$ cat src/rtl/bt_pkg.sv
package bt_pkg;
    localparam int REG_W  = 32;
    localparam int ADDR_W = 12;
    localparam int IDX_W  = ADDR_W - 2;

    localparam logic [IDX_W-1:0] IDX_LED  = IDX_W'(12'h000 >> 2);
    localparam logic [IDX_W-1:0] IDX_BTN  = IDX_W'(12'h008 >> 2);
    localparam logic [IDX_W-1:0] IDX_SEC  = IDX_W'(12'h010 >> 2);
    localparam logic [IDX_W-1:0] IDX_CSEC = IDX_W'(12'h014 >> 2);
    localparam logic [IDX_W-1:0] IDX_CTRL = IDX_W'(12'h04C >> 2);

    typedef enum logic [1:0] {
        ACC_IDLE    = 2'd0,
        ACC_RD_DONE = 2'd1,
        ACC_WR_DONE = 2'd2
    } acc_state_t;

    function automatic logic idx_mapped(input logic [IDX_W-1:0] idx);
        return (idx == IDX_LED) || (idx == IDX_BTN) || (idx == IDX_SEC) ||
               (idx == IDX_CSEC) || (idx == IDX_CTRL);
    endfunction
endpackage

$ cat src/rtl/bt_btn_sync.sv
module bt_btn_sync #(
    parameter int N = 2
) (
    input  logic         clk,
    input  logic         rst_n,
    input  logic [N-1:0] async_i,
    output logic [N-1:0] sync_o
);
    genvar g;
    generate
        for (g = 0; g < N; g++) begin : g_bit
            logic meta_q;
            logic stab_q;
            always_ff @(posedge clk) begin
                if (!rst_n) begin
                    meta_q <= 1'b0;
                    stab_q <= 1'b0;
                end else begin
                    meta_q <= async_i[g];
                    stab_q <= meta_q;
                end
            end
            assign sync_o[g] = stab_q;
        end
    endgenerate
endmodule

$ cat src/rtl/bt_tick_counter.sv
module bt_tick_counter #(
    parameter int DIV   = 100,
    parameter int WIDTH = 32
) (
    input  logic             clk,
    input  logic             rst_n,
    input  logic             load_i,
    input  logic [WIDTH-1:0] load_val_i,
    output logic [WIDTH-1:0] count_o
);
    localparam int PH_W = (DIV > 1) ? $clog2(DIV) : 1;
    localparam logic [PH_W-1:0] PH_LAST = PH_W'(DIV - 1);

    logic [PH_W-1:0]  phase_q;
    logic [WIDTH-1:0] count_q;
    logic             wrap_phase;

    assign wrap_phase = (phase_q == PH_LAST);

    always_ff @(posedge clk) begin
        if (!rst_n) begin
            phase_q <= '0;
            count_q <= '0;
        end else if (load_i) begin
            phase_q <= '0;
            count_q <= load_val_i;
        end else if (wrap_phase) begin
            phase_q <= '0;
            count_q <= count_q + WIDTH'(1);
        end else begin
            phase_q <= phase_q + PH_W'(1);
        end
    end

    assign count_o = count_q;
endmodule

$ cat src/rtl/board_timekeep.sv
module board_timekeep #(
    parameter int CLK_HZ = 50_000_000
) (
    input  logic        clk,
    input  logic        rst_n,
    input  logic        bus_valid_i,
    input  logic        bus_write_i,
    input  logic [11:0] bus_addr_i,
    input  logic [31:0] bus_wdata_i,
    output logic [31:0] bus_rdata_o,
    output logic        bus_rvalid_o,
    input  logic [1:0]  btn_i,
    output logic [1:0]  led_o,
    output logic [31:0] misc_o
);
    import bt_pkg::*;

    localparam int SEC_DIV  = CLK_HZ;
    localparam int CSEC_DIV = CLK_HZ / 100;

    acc_state_t        state_q;
    acc_state_t        state_d;
    logic [IDX_W-1:0]  word_idx;
    logic              rd_req;
    logic              wr_req;
    logic              unused_byte_lane;
    logic [1:0]        led_q;
    logic [REG_W-1:0]  ctrl_q;
    logic [REG_W-1:0]  rdata_q;
    logic [REG_W-1:0]  rd_mux;
    logic [1:0]        btn_sync;
    logic [REG_W-1:0]  sec_count;
    logic [REG_W-1:0]  csec_count;

    assign word_idx         = bus_addr_i[ADDR_W-1:2];
    assign unused_byte_lane = ^bus_addr_i[1:0];
    assign rd_req           = bus_valid_i && !bus_write_i;
    assign wr_req           = bus_valid_i && bus_write_i;

    // access state machine: next state
    always_comb begin
        state_d = ACC_IDLE;
        if (wr_req)      state_d = ACC_WR_DONE;
        else if (rd_req) state_d = ACC_RD_DONE;
    end

    // access state machine: state register
    always_ff @(posedge clk) begin
        if (!rst_n) state_q <= ACC_IDLE;
        else        state_q <= state_d;
    end

    // access state machine: outputs
    always_comb begin
        bus_rvalid_o = 1'b0;
        unique case (state_q)
            ACC_IDLE:    bus_rvalid_o = 1'b0;
            ACC_RD_DONE: bus_rvalid_o = 1'b1;
            ACC_WR_DONE: bus_rvalid_o = 1'b0;
            default:     bus_rvalid_o = 1'b0;
        endcase
    end

    bt_btn_sync #(.N(2)) i_btn_sync (
        .clk     (clk),
        .rst_n   (rst_n),
        .async_i (btn_i),
        .sync_o  (btn_sync)
    );

    bt_tick_counter #(.DIV(SEC_DIV), .WIDTH(REG_W)) i_sec_cnt (
        .clk        (clk),
        .rst_n      (rst_n),
        .load_i     (wr_req && (word_idx == IDX_SEC)),
        .load_val_i (bus_wdata_i),
        .count_o    (sec_count)
    );

    bt_tick_counter #(.DIV(CSEC_DIV), .WIDTH(REG_W)) i_csec_cnt (
        .clk        (clk),
        .rst_n      (rst_n),
        .load_i     (wr_req && (word_idx == IDX_CSEC)),
        .load_val_i (bus_wdata_i),
        .count_o    (csec_count)
    );

    // plain registers
    always_ff @(posedge clk) begin
        if (!rst_n) begin
            led_q  <= '0;
            ctrl_q <= '0;
        end else if (wr_req) begin
            if (word_idx == IDX_LED)  led_q  <= bus_wdata_i[1:0];
            if (word_idx == IDX_CTRL) ctrl_q <= bus_wdata_i;
        end
    end

    // read select
    always_comb begin
        rd_mux = '0;
        case (word_idx)
            IDX_LED:  rd_mux = {30'd0, led_q};
            IDX_BTN:  rd_mux = {30'd0, btn_sync};
            IDX_SEC:  rd_mux = sec_count;
            IDX_CSEC: rd_mux = csec_count;
            IDX_CTRL: rd_mux = ctrl_q;
            default:  rd_mux = '0;
        endcase
    end

    always_ff @(posedge clk) begin
        if (!rst_n)      rdata_q <= '0;
        else if (rd_req) rdata_q <= rd_mux;
        else             rdata_q <= '0;
    end

    assign bus_rdata_o = rdata_q;
    assign led_o       = led_q;
    assign misc_o      = ctrl_q;
endmodule

$ cat config.mk
export PLATFORM = sky130hd
export DESIGN_NAME = board_timekeep
export DESIGN_NICKNAME = d
export VERILOG_FILES = /design/src/rtl/bt_pkg.sv /design/src/rtl/bt_btn_sync.sv /design/src/rtl/bt_tick_counter.sv /design/src/rtl/board_timekeep.sv
export SDC_FILE = /design/constraint.sdc
export NUM_CORES = 1
export LEC_CHECK = 0
export BUFFER_PORTS_ARGS = -buffer_cell sky130_fd_sc_hd__buf_4
export CAP_MARGIN = 20
export CELL_PAD_IN_SITES_DETAIL_PLACEMENT = 1
export CELL_PAD_IN_SITES_GLOBAL_PLACEMENT = 1
export CORE_MARGIN = 5
export CORE_UTILIZATION = 35
export CTS_BUF_LIST = sky130_fd_sc_hd__clkbuf_8 sky130_fd_sc_hd__clkbuf_16
export CTS_CLUSTER_SIZE = 14
export DETAILED_ROUTE_END_ITERATION = 6
export PLACE_DENSITY = 0.68
export SYNTH_ARGS = -nofsm -noshare
export SYNTH_HDL_FRONTEND = slang
export SYNTH_HIERARCHICAL = 1
export SYNTH_SLANG_ARGS = --single-unit
$ cat constraint.sdc
create_clock -name clk -period 3.15 [get_ports clk]
set_clock_uncertainty 0.2 [all_clocks]
set_input_delay 0.7875 -clock clk [delete_from_list [all_inputs] [get_ports clk]]
set_output_delay 0.7875 -clock clk [all_outputs]
set_load 0.02 [all_outputs]
==> results of run 1 <==
==> stage by stage <==
step	util (%)	setup slack, ns	cells
floorplan	-	-0.0175	986
global placement	40.3	0.0410	1397
detailed placement	40.3	-0.0238	1397
CTS	42.6	0.430	1426
global route	42.6	0.269	1426
finish	42.6	0.413	1426
==> flip-flops by register name, indices dropped and copies added, names as in the netlist <==
register / count
i_csec_cnt/count_o: 32
state_q: 2
misc_o: 32
bus_rdata_o: 32
led_o: 2
i_csec_cnt/phase_q: 19
i_sec_cnt/count_o: 32
i_sec_cnt/phase_q: 26
i_btn_sync/g_bit.meta_q: 2
i_btn_sync/g_bit.stab_q: 2
==> cell type report <==
cell class	count	area [um2]
clock inverters	11	139
inverters	16	61.3
flip-flops and latches	181	3620
clock buffers	18	439
fillers	2922	14400
multi-input cells	723	4880
repair buffers	147	1180
well taps	330	413
==> cell usage after synthesis, types with 26 or more instances <==
cell type,count,area (um2)
xnor2_1,29,254
nor2_1,94,353
mux2_2,31,349
o21ai_0,65,325
nand3_1,40,200
mux2i_1,42,420
clkbuf_1,35,131
dfxtp_1,181,3620
nor2b_1,35,219
nand4_1,33,206
xor2_1,32,280
a31oi_1,26,163
nand2_1,45,169
==> cell families after synthesis <==
logic type,after synthesis
buf+inv,82
compound gates,182
fa+ha+maj,4
mux,73
xor+xnor,61
flops,181
simple gates,403
==> worst min-delay path by stage <==
stage	cells past startpoint	end	slack, ns
2_1_floorplan	1	i_btn_sync/g_bit[0].stab_q	0.21
3_3_place_gp	1	i_btn_sync/g_bit[0].stab_q	0.22
3_5_place_dp	1	i_btn_sync/g_bit[1].stab_q	0.22
4_1_cts	1	i_btn_sync/g_bit[1].stab_q	0.24
5_1_grt	1	i_btn_sync/g_bit[1].stab_q	0.26
6_report	1	i_btn_sync/g_bit[1].stab_q	0.24
==> power by group through the flow <==
stage	sequential, uW	combinational [uW]	clock [uW]
CTS	2310	190	2220
detailed placement	2360	189	0
global route	2310	203	2300
global placement	2360	188	0
finish	2310	188	2160
floorplan	2360	93.0	0
==> layer usage <==
layer	vias up	share of wire, %	GRT usage, %
li1	3780	-	-
met1	3790	47	23.9
met2	113	49	30.5
met3	19	3.0	2.93
met4	0	1.3	4.41
met5	-	0	0
==> reports/qor.csv, run 1 <==
stage;metric;value;unit
clocking;Post-CTS Hold Fix Bufs;0;
layout;Design Area, Final;0.0107;mm2
clocking;worst skew pair latency;0.43;ns
worst_hold_path;HP Start;i_btn_sync/g_bit[1].meta_q;
place;Final Wtd Congestion;0.851;
worst_setup_path;crit path max fanout;24;
clocking;TritonCTS buffer count;17;
power_and_ir_drop;Overall Power;4660;uW
synthesis;Synth Area in Adders;0.559;%
drt;Via Count;7702;
sta;relative slew slack;49.6;%
synthesis;Mapped Cells;986;
worst_setup_path;buffers plus inverters on the worst setup path;3;
power_and_ir_drop;Power Internal;3630;uW
layout;most common library cell in the layout ignoring fill and taps;dfxtp_1;
synthesis;post-synthesis cell type count;66;
worst_setup_path;CP Depth;8;
drt;# DRC;0;
power_and_ir_drop;Sw Pwr;1030;uW
power_and_ir_drop;LEAKAGE;0.00398;uW
worst_setup_path;Critical Path Max Stage Delay;0.56;ns
power_and_ir_drop;Flop pwr share;49.6;%
clocking;CTS tree;done;
global_routing;first-pass GRT wire length;42100;um
sta;Hold Slack;0.242;ns
flow_run;# Max-Cap Violations;0;
floorplan;Die ar.;0.0289;mm2
floorplan;num rows;58;
place;Post-DP HPWL;18900;um
synthesis;sequential area share after synthesis;40.5;%
sta;final-report hold violation count;0;
clocking;H-Tree Depth;4;
power_and_ir_drop;Net Sw Frac;22.1;%
worst_setup_path;Crit path top cell by count;buf_4;
worst_setup_path;CP max stage cell;or4_4;
outcome;status;completed;
layout;share of layout cells above drive strength 1;23.0;%
sta;fin. max-slew vios;0;
worst_setup_path;Crit. End Element;flop;
synthesis;largest family of logic cells by synthesized area;simple AND/OR/NAND/NOR gates;
place;I/O Buffers;114;
global_routing;antenna violations before repair;0;
layout;most frequent cells in the layout;dfxtp_1 (181), buf_4 (141), nor2_1 (94);
worst_setup_path;reg2reg path depth;7;
worst_setup_path;reg2reg setup slack;0.44;ns
sta;Tmin final;2.74;ns
drt;Iter 0 DRT Violations;380;
sta;ratio of final minimum period to clock period;86.9;%
worst_setup_path;CP startpoint;bus_addr_i[7];
worst_setup_path;arrival time worst endpoint;2.85;ns
clocking;Post-CTS Resized;0;
drt;routed vias/inst;5.40;
synthesis;mux cell area share after synthesis;8.60;%
clocking;Clk Tree Root Cell;clkbuf_16;
clocking;clock sink count;181;
worst_setup_path;Critical Path RT;3.26;ns
power_and_ir_drop;Combinational Power Share;4.0;%
worst_setup_path;worst reg2reg path endpoint;i_sec_cnt/count_o[19];
worst_setup_path;CP Launch Type;primary input;
global_routing;GRT overflow;0;
synthesis;Synth async-reset ratio;0;%
global_routing;Overall Global Routing Usage;17.9;%
synthesis;Main synth FF type;dfxtp_1;
clocking;clock-pin slew on the worst setup and hold paths;0.07;ns
place;dpl cell area;0.0102;mm2
synthesis;synthesized area;0.00895;mm2
sta;Fmax;0.365;GHz
power_and_ir_drop;Clock Power Share;46.4;%
synthesis;Simple-Gate Fraction of Synth Area;26.1;%
floorplan;core area;0.0252;mm2
worst_setup_path;Worst Setup EP;i_csec_cnt/count_o[12];
sta;unrepaired setup endpoints after global routing;false;
worst_setup_path;FF-to-FF Start;i_sec_cnt/phase_q[0];
floorplan;die width;170;um
layout;n_diodes;0;
global_routing;vias in the first global route;7797;
floorplan;Vert. Die Dim;170;um
drt;first-pass iteration count of the detailed router;4;
synthesis;post-synthesis compound-gate area fraction;13.3;%
worst_hold_path;HP Class;reg -> reg;
global_routing;largest net degree at the start of global routing;50;
layout;Final #Nets;1140;
drt;wire per inst;18.4;um
sta;Setup Viol. Count Final;0;
worst_setup_path;cell family with most CP delay;simple AND/OR/NAND/NOR gates;
clocking;Bufs on Longest Clock Path;2;
worst_setup_path;sequence of cells on the critical path;buf_4 > or4_4 > nor4_4 > and3_2 > clkinv_2 > buf_4 > o21ai_0 > nor3_1;
synthesis;FF+latch count, synth;181;
synthesis;XOR/XNOR share of the synthesized area;5.97;%
power_and_ir_drop;PD cells;434;mW/mm2
drt;routed wire length;26200;um
clocking;postcts setup bufs;0;
synthesis;Mapped Avg Cell Area;9.08;um2
sta;actual slew at the worst max-slew pin;0.756;ns
synthesis;Synth Warn #;6;
drt;Routed Antenna Nets;0;
layout;area delta synth->final;19.9;%
worst_setup_path;Setup CP Type;in -> reg;
floorplan;io pins;117;
synthesis;Syn Nets;1040;
floorplan;initial core utilization;35.6;%
sta;setup TNS;0;ns
power_and_ir_drop;Worst VDD drop;0.354;mV
synthesis;Post-synth EDFFs;0;
(Power assumes the default switching activity.)
==> inputs of run 2 (changes only) <==
--- a/config.mk
+++ b/config.mk
@@ -9,13 +9,11 @@
 export CAP_MARGIN = 20
 export CELL_PAD_IN_SITES_DETAIL_PLACEMENT = 1
 export CELL_PAD_IN_SITES_GLOBAL_PLACEMENT = 1
-export CORE_MARGIN = 5
 export CORE_UTILIZATION = 35
 export CTS_BUF_LIST = sky130_fd_sc_hd__clkbuf_8 sky130_fd_sc_hd__clkbuf_16
 export CTS_CLUSTER_SIZE = 14
 export DETAILED_ROUTE_END_ITERATION = 6
-export PLACE_DENSITY = 0.68
+export PLACE_DENSITY = 0.67
 export SYNTH_ARGS = -nofsm -noshare
 export SYNTH_HDL_FRONTEND = slang
-export SYNTH_HIERARCHICAL = 1
 export SYNTH_SLANG_ARGS = --single-unit
==> constraint.sdc (replaced) <==
create_clock -name clk -period 3.1 [get_ports clk]
set_clock_uncertainty 0.2 [all_clocks]
set_input_delay 0.775 -clock clk [delete_from_list [all_inputs] [get_ports clk]]
set_output_delay 0.775 -clock clk [all_outputs]
set_load 0.02 [all_outputs]
==> run 2 against run 1 <==
  * Clock power is 13% higher
  * Global-route usage is 4.6 points higher
  * Sequential share of layout area is 1.6 points higher
  * Critical path type is now reg -> reg
  * Count of clock-buffer cells in the layout is 1 lower
  * Design area is 4.5% lower
  * Wire length is 0.21% higher
  * Total power is 6.0% higher
  * Area after synthesis is 7.7% lower
  * Flip-flop and latch count stayed put
  * Die area is 16% lower
  * Highest routed layer unchanged
  * Combinational power is 15% lower
==> reports/qor.csv, run 2 <==
stage;metric;value;unit;change
flow_run;# Max-Cap Violations;0;;unchanged
clocking;Post-CTS Resized;0;;unchanged
synthesis;post-synthesis cell type count;47;;-29%
layout;Reg area;0.00362;mm2;unchanged
worst_setup_path;arrival time worst endpoint;3.11;ns;+0.26 ns
clocking;clock-pin slew on the worst setup and hold paths;0.07;ns;about the same
clocking;Post-CTS Hold Fix Bufs;0;;unchanged
clocking;H-Tree Depth;4;;unchanged
global_routing;busiest grt layer;met2;;
clocking;TritonCTS buffer count;17;;unchanged
layout;area delta synth->final;24.2;%;
drt;routed wire length;26300;um;+0.21%
layout;Fillers;2722;;-6.8%
worst_setup_path;CP Depth;6;;-2
worst_setup_path;FF-to-FF Start;i_csec_cnt.phase_q[0];;
layout;Multi-input gate area;0.00432;mm2;-12%
clocking;worst skew pair latency;0.45;ns;+0.02 ns
sta;Hold Slack;0.231;ns;-0.0115 ns
drt;routed vias/inst;5.50;;+1.9%
sta;relative slew slack;59.4;%;+9.8 points
sta;Fmax;0.340;GHz;
drt;first-pass iteration count of the detailed router;7;;+3
power_and_ir_drop;LEAKAGE;0.00344;uW;-13%
synthesis;Mapped Avg Cell Area;8.37;um2;-7.8%
clocking;Clk Tree Root Cell;clkbuf_16;;
worst_setup_path;sequence of cells on the critical path;ha_1 > nand3_2 > or4_1 > or4_4 > or4_1 > a31oi_1;;
outcome;status;completed;;
global_routing;vias in the first global route;7888;;+1.2%
synthesis;FF+latch count, synth;181;;unchanged
global_routing;met2 global-route usage;37.6;%;+7.2 points
power_and_ir_drop;Worst VDD drop;0.264;mV;-26%
power_and_ir_drop;PD cells;482;mW/mm2;+11%
layout;share of layout cells above drive strength 1;18.5;%;-4.5 points
worst_setup_path;CP max stage cell;or4_4;;
synthesis;Post-synth EDFFs;0;;unchanged
synthesis;post-synth top area share;43.9;%;+3.4 points
synthesis;sequential area share after synthesis;43.9;%;+3.4 points
worst_setup_path;CP Launch Type;flop;;
drt;wire per inst;18.5;um;+0.63%
floorplan;Vert. Die Dim;156;um;-8.4%
global_routing;largest net degree at the start of global routing;61;;+22%
worst_setup_path;Crit. End Element;flop;;
drt;# DRC;0;;unchanged
worst_setup_path;buffers plus inverters on the worst setup path;0;;-3
synthesis;Syn Nets;1041;;+0.096%
floorplan;die width;156;um;-8.4%
synthesis;cell taking the most area after synthesis;dfxtp_1;;
clocking;postcts setup bufs;0;;unchanged
drt;Routed Antenna Nets;0;;unchanged
drt;Via Count;7815;;+1.5%
synthesis;Synth Warn #;0;;-6
worst_setup_path;reg2reg setup slack;0.16;ns;-0.28 ns
global_routing;antenna violations before repair;0;;unchanged
floorplan;io pins;117;;unchanged
sta;final-report hold violation count;0;;unchanged
sta;unrepaired setup endpoints after global routing;false;;
worst_setup_path;Crit path top cell by count;or4_1;;
global_routing;GRT met3 Usage;3.44;%;+0.52 points
synthesis;Synth area leaders;dfxtp_1 (44%), xnor2_1 (5.6%), nor2_1 (5.0%);;
clocking;Bufs on Longest Clock Path;2;;unchanged
synthesis;Main synth FF type;dfxtp_1;;
clocking;clock sink count;181;;unchanged
layout;most frequent cells in the layout;dfxtp_1 (181), buf_4 (151), nor2_1 (108);;
worst_setup_path;crit path max fanout;13;;-46%
synthesis;synthesized area;0.00826;mm2;-7.7%
layout;n_diodes;0;;unchanged
layout;post-route core utilization;44.8;%;+2.1 points
global_routing;Overall Global Routing Usage;22.5;%;+4.6 points
worst_setup_path;Worst Setup EP;i_csec_cnt.count_o[27];;
synthesis;Mapped Cells;987;;+0.10%
worst_setup_path;Critical Path Max Stage Delay;0.69;ns;+0.13 ns
worst_setup_path;Setup CP Type;reg -> reg;;
sta;ratio of final minimum period to clock period;94.8;%;
sta;Setup Viol. Count Final;0;;unchanged
worst_setup_path;cell family with most CP delay;simple AND/OR/NAND/NOR gates;;
place;Post-DP HPWL;18500;um;-2.3%
place;I/O Buffers;114;;unchanged
worst_hold_path;HP Class;reg -> reg;;
sta;setup TNS;0;ns;unchanged
floorplan;Die ar.;0.0242;mm2;-16%
clocking;CTS tree;done;;
sta;fin. max-slew vios;0;;unchanged
synthesis;most common cell in the netlist;dfxtp_1;;
global_routing;GRT overflow;0;;unchanged
floorplan;initial core utilization;36.0;%;+0.50 points
worst_setup_path;Critical Path RT;3.27;ns;about the same
floorplan;core area;0.0229;mm2;-9.0%
place;Final Wtd Congestion;0.829;;-2.6%
sta;actual slew at the worst max-slew pin;0.601;ns;-0.155 ns
layout;most common library cell in the layout ignoring fill and taps;dfxtp_1;;
synthesis;commonest cells in the netlist;dfxtp_1 (181), nor2_1 (110), nand2_1 (100), a21oi_1 (62), clkbuf_1 (59);;
layout;Final #Nets;1148;;+0.70%
worst_setup_path;reg2reg path depth;6;;-1
synthesis;Synth async-reset ratio;0;%;unchanged
drt;Iter 0 DRT Violations;484;;+27%
worst_setup_path;worst reg2reg path endpoint;i_csec_cnt.count_o[27];;
floorplan;num rows;55;;-5.2%
global_routing;first-pass GRT wire length;42800;um;+1.7%
sta;Tmin final;2.94;ns;
global_routing;grt met1 use;30.0;%;+6.1 points
worst_setup_path;CP startpoint;i_csec_cnt.phase_q[0];;
[run 2: layer usage]
layer / vias to the layer above / part of all wire (%)
li1: 3830 / -
met1: 3791 / 47
met2: 171 / 48
met3: 23 / 3.9
met4: 0 / 1.0
met5: - / 0
[run 2: cell families after synthesis]
family | count (synthesis) | share of synthesized area (%)
adders and majority gates | 4 | 0.606
and+or+nand+nor | 428 | 26.4
xor gates and xnor gates | 74 | 7.85
buffers and inverters | 84 | 4.04
muxes | 11 | 1.36
AOI/OAI and AO/OA | 205 | 15.9
DFF | 181 | 43.9
[run 2: cell type report]
type / instances / share of cell area (%)
well taps: 313 / 3.82
clock buffers: 17 / 4.15
flip-flops and latches: 181 / 35.3
clock inverters: 15 / 2.18
inverters: 17 / 0.622
multi-input cells: 722 / 42.1
repair buffers: 155 / 11.8
[run 2: power breakdown]
part           switching (uW)  internal [uW]  total (uW)  leakage, uW
combinational            90.7           69.5         160      0.00168
sequential               8.18           2330        2340      0.00146
clock                    1000           1440        2440     0.000308
[run 2: how the worst min path moves through the flow]
| stage | from | endpoint | cells past startpoint | slack (ns) |
|---|---|---|---|---|
| finish | i_btn_sync.g_bit[0].meta_q | i_btn_sync.g_bit[0].stab_q | 1 | 0.23 |
| global route | i_btn_sync.g_bit[1].meta_q | i_btn_sync.g_bit[1].stab_q | 1 | 0.25 |
| CTS | i_btn_sync.g_bit[0].meta_q | i_btn_sync.g_bit[0].stab_q | 1 | 0.23 |
| detailed placement | i_btn_sync.g_bit[1].meta_q | i_btn_sync.g_bit[1].stab_q | 1 | 0.22 |
| global placement | i_btn_sync.g_bit[1].meta_q | i_btn_sync.g_bit[1].stab_q | 1 | 0.22 |
| floorplan | i_btn_sync.g_bit[0].meta_q | i_btn_sync.g_bit[0].stab_q | 1 | 0.21 |
[run 2: through the flow]
stage / total power [uW] / std cells / cell area, um2 / setup WS [ns]
detailed placement: 2560 / 1388 / 9610 / 0.173
CTS: 4990 / 1420 / 10300 / 0.145
floorplan: 2460 / 987 / 8260 / 0.128
global placement: 2560 / 1388 / 9610 / 0.187
finish: 4940 / 1420 / 10300 / 0.162
global route: 5100 / 1420 / 10300 / 0.0315
==> inputs of run 3 (changes only) <==
==> constraint.sdc (replaced) <==
create_clock -name clk -period 3.2 [get_ports clk]
set_clock_uncertainty 0.2 [all_clocks]
set_input_delay 0.8 -clock clk [delete_from_list [all_inputs] [get_ports clk]]
set_output_delay 0.8 -clock clk [all_outputs]
set_load 0.02 [all_outputs]
==> run 3 against run 2 <==
  * The run now ends with DRC left
  * Via count grew 0.14%
  * Wire length grew 0.14%
  * Setup slack gained 0.067 ns
  * Cell count shrank 0.42%
  * Core utilization shrank 0.35 points
==> reports/qor.csv, run 3 (synthesis gave the netlist of run 2 again) <==
stage;metric;value;unit;change
outcome;status;complete, but fails checks;;
outcome;violated checks;DRC;;
place;dpl cell area;0.00958;mm2;-0.34%
global_routing;first-pass GRT wire length;42500;um;-0.73%
worst_setup_path;CP Launch Type;flop;;
worst_hold_path;HP Class;reg -> reg;;
global_routing;antenna violations before repair;0;;unchanged
sta;fin. max-slew vios;0;;unchanged
power_and_ir_drop;Worst VDD drop;0.239;mV;-9.5%
global_routing;Overall Global Routing Usage;22.3;%;-0.21 points
clocking;postcts setup bufs;0;;unchanged
drt;wire per inst;18.6;um;+0.57%
layout;most frequent cells in the layout;dfxtp_1 (181), buf_4 (144), nor2_1 (108);;
clocking;Bufs on Longest Clock Path;2;;unchanged
worst_setup_path;Crit. End Element;flop;;
floorplan;core area;0.0229;mm2;unchanged
floorplan;Vert. Die Dim;156;um;unchanged
clocking;TritonCTS buffer count;17;;unchanged
sta;actual slew at the worst max-slew pin;0.696;ns;+0.0947 ns
power_and_ir_drop;Overall Power;4610;uW;-6.8%
drt;Iter 0 DRT Violations;471;;-2.7%
sta;Hold Slack;0.236;ns;+0.00584 ns
layout;area delta synth->final;23.2;%;
layout;share of layout cells above drive strength 1;18.1;%;-0.44 points
clocking;clock-pin slew on the worst setup and hold paths;0.07;ns;about the same
layout;Fillers;2743;;+0.77%
floorplan;io pins;117;;unchanged
global_routing;GRT overflow;0;;unchanged
floorplan;Die ar.;0.0242;mm2;unchanged
sta;relative slew slack;53.0;%;-6.4 points
sta;Setup Viol. Count Final;0;;unchanged
worst_setup_path;arrival time worst endpoint;3.13;ns;+0.02 ns
layout;Design Area, Final;0.0102;mm2;-0.78%
clocking;Clk Tree Root Cell;clkbuf_16;;
clocking;worst skew pair latency;0.43;ns;-0.02 ns
sta;final-report hold violation count;0;;unchanged
place;I/O Buffers;114;;unchanged
clocking;H-Tree Depth;4;;unchanged
drt;Via Count;7826;;+0.14%
worst_setup_path;crit path max fanout;13;;unchanged
drt;routed vias/inst;5.53;;+0.57%
clocking;Post-CTS Hold Fix Bufs;0;;unchanged
drt;# DRC;10;;+10
place;Final Wtd Congestion;0.809;;-2.4%
floorplan;die width;156;um;unchanged
clocking;CTS tree;done;;
worst_setup_path;reg2reg setup slack;0.23;ns;+0.07 ns
place;Post-DP HPWL;18200;um;-1.4%
power_and_ir_drop;LEAKAGE;0.00340;uW;-1.2%
floorplan;initial core utilization;36.0;%;unchanged
sta;unrepaired setup endpoints after global routing;false;;
power_and_ir_drop;PD cells;453;mW/mm2;-6.1%
global_routing;vias in the first global route;7764;;-1.6%
sta;Tmin final;2.97;ns;+0.0327 ns
worst_setup_path;Critical Path RT;3.36;ns;+0.09 ns
flow_run;# Max-Cap Violations;0;;unchanged
layout;most common library cell in the layout ignoring fill and taps;dfxtp_1;;
clocking;Post-CTS Resized;0;;unchanged
worst_setup_path;Setup CP Type;reg -> reg;;
layout;n_diodes;0;;unchanged
clocking;clock sink count;181;;unchanged
sta;setup TNS;0;ns;unchanged
sta;ratio of final minimum period to clock period;92.8;%;-1.9 points
drt;first-pass iteration count of the detailed router;7;;unchanged
drt;routed wire length;26300;um;+0.14%
layout;Final #Nets;1142;;-0.52%
drt;Routed Antenna Nets;0;;unchanged
floorplan;num rows;55;;unchanged
layout;post-route core utilization;44.4;%;-0.35 points
sta;Fmax;0.337;GHz;-1.1%
global_routing;largest net degree at the start of global routing;45;;-26%
run 3: power by group:
group | internal (uW) | leakage, uW | switching [uW]
Sequential | 2260 | 0.00146 | 8.90
Clock | 1240 | 0.000296 | 948
Combinational | 65.5 | 0.00165 | 87.4
run 3: worst max-delay path: stages, from the launching register on:
cell and delay (ns):
dfxtp_1 0.36, nor4b_1 0.64, nand2_1 0.37, or4_4 0.73, or4_1 0.43, a31oi_1 0.16
run 3: final timing paths:
path	endpoint	cells past startpoint	startpoint
max reg2reg	i_csec_cnt.count_o[27]	5	i_csec_cnt.phase_q[10]
min reg2reg	i_btn_sync.g_bit[1].stab_q	1	i_btn_sync.g_bit[1].meta_q
min	i_btn_sync.g_bit[1].stab_q	1	i_btn_sync.g_bit[1].meta_q
max	i_csec_cnt.count_o[27]	5	i_csec_cnt.phase_q[10]
run 3: layout make-up:
cell class,count,area (um2),area share [%]
sequential,181,3620,35.6
clock inverter,15,176,1.73
multi-input combinational,722,4320,42.4
inverter,17,63.8,0.627
clock buffer,17,425,4.18
timing repair buffer,149,1180,11.6
tap,313,392,3.85
run 3: per-stage QoR:
stage / setup slack [ns] / instances
2_1_floorplan: 0.203 / 987
4_1_cts: 0.207 / 1414
5_1_grt: 0.0297 / 1414
3_5_place_dp: 0.219 / 1382
3_3_place_gp: 0.272 / 1382
6_report: 0.230 / 1414
run 3: per-layer routing:
metal  GRT usage [%]  part of all wire [%]
met1            29.9                    48
met2            36.9                    47
met3            3.86                   3.5
met4            5.88                   1.2
met5               0                     0
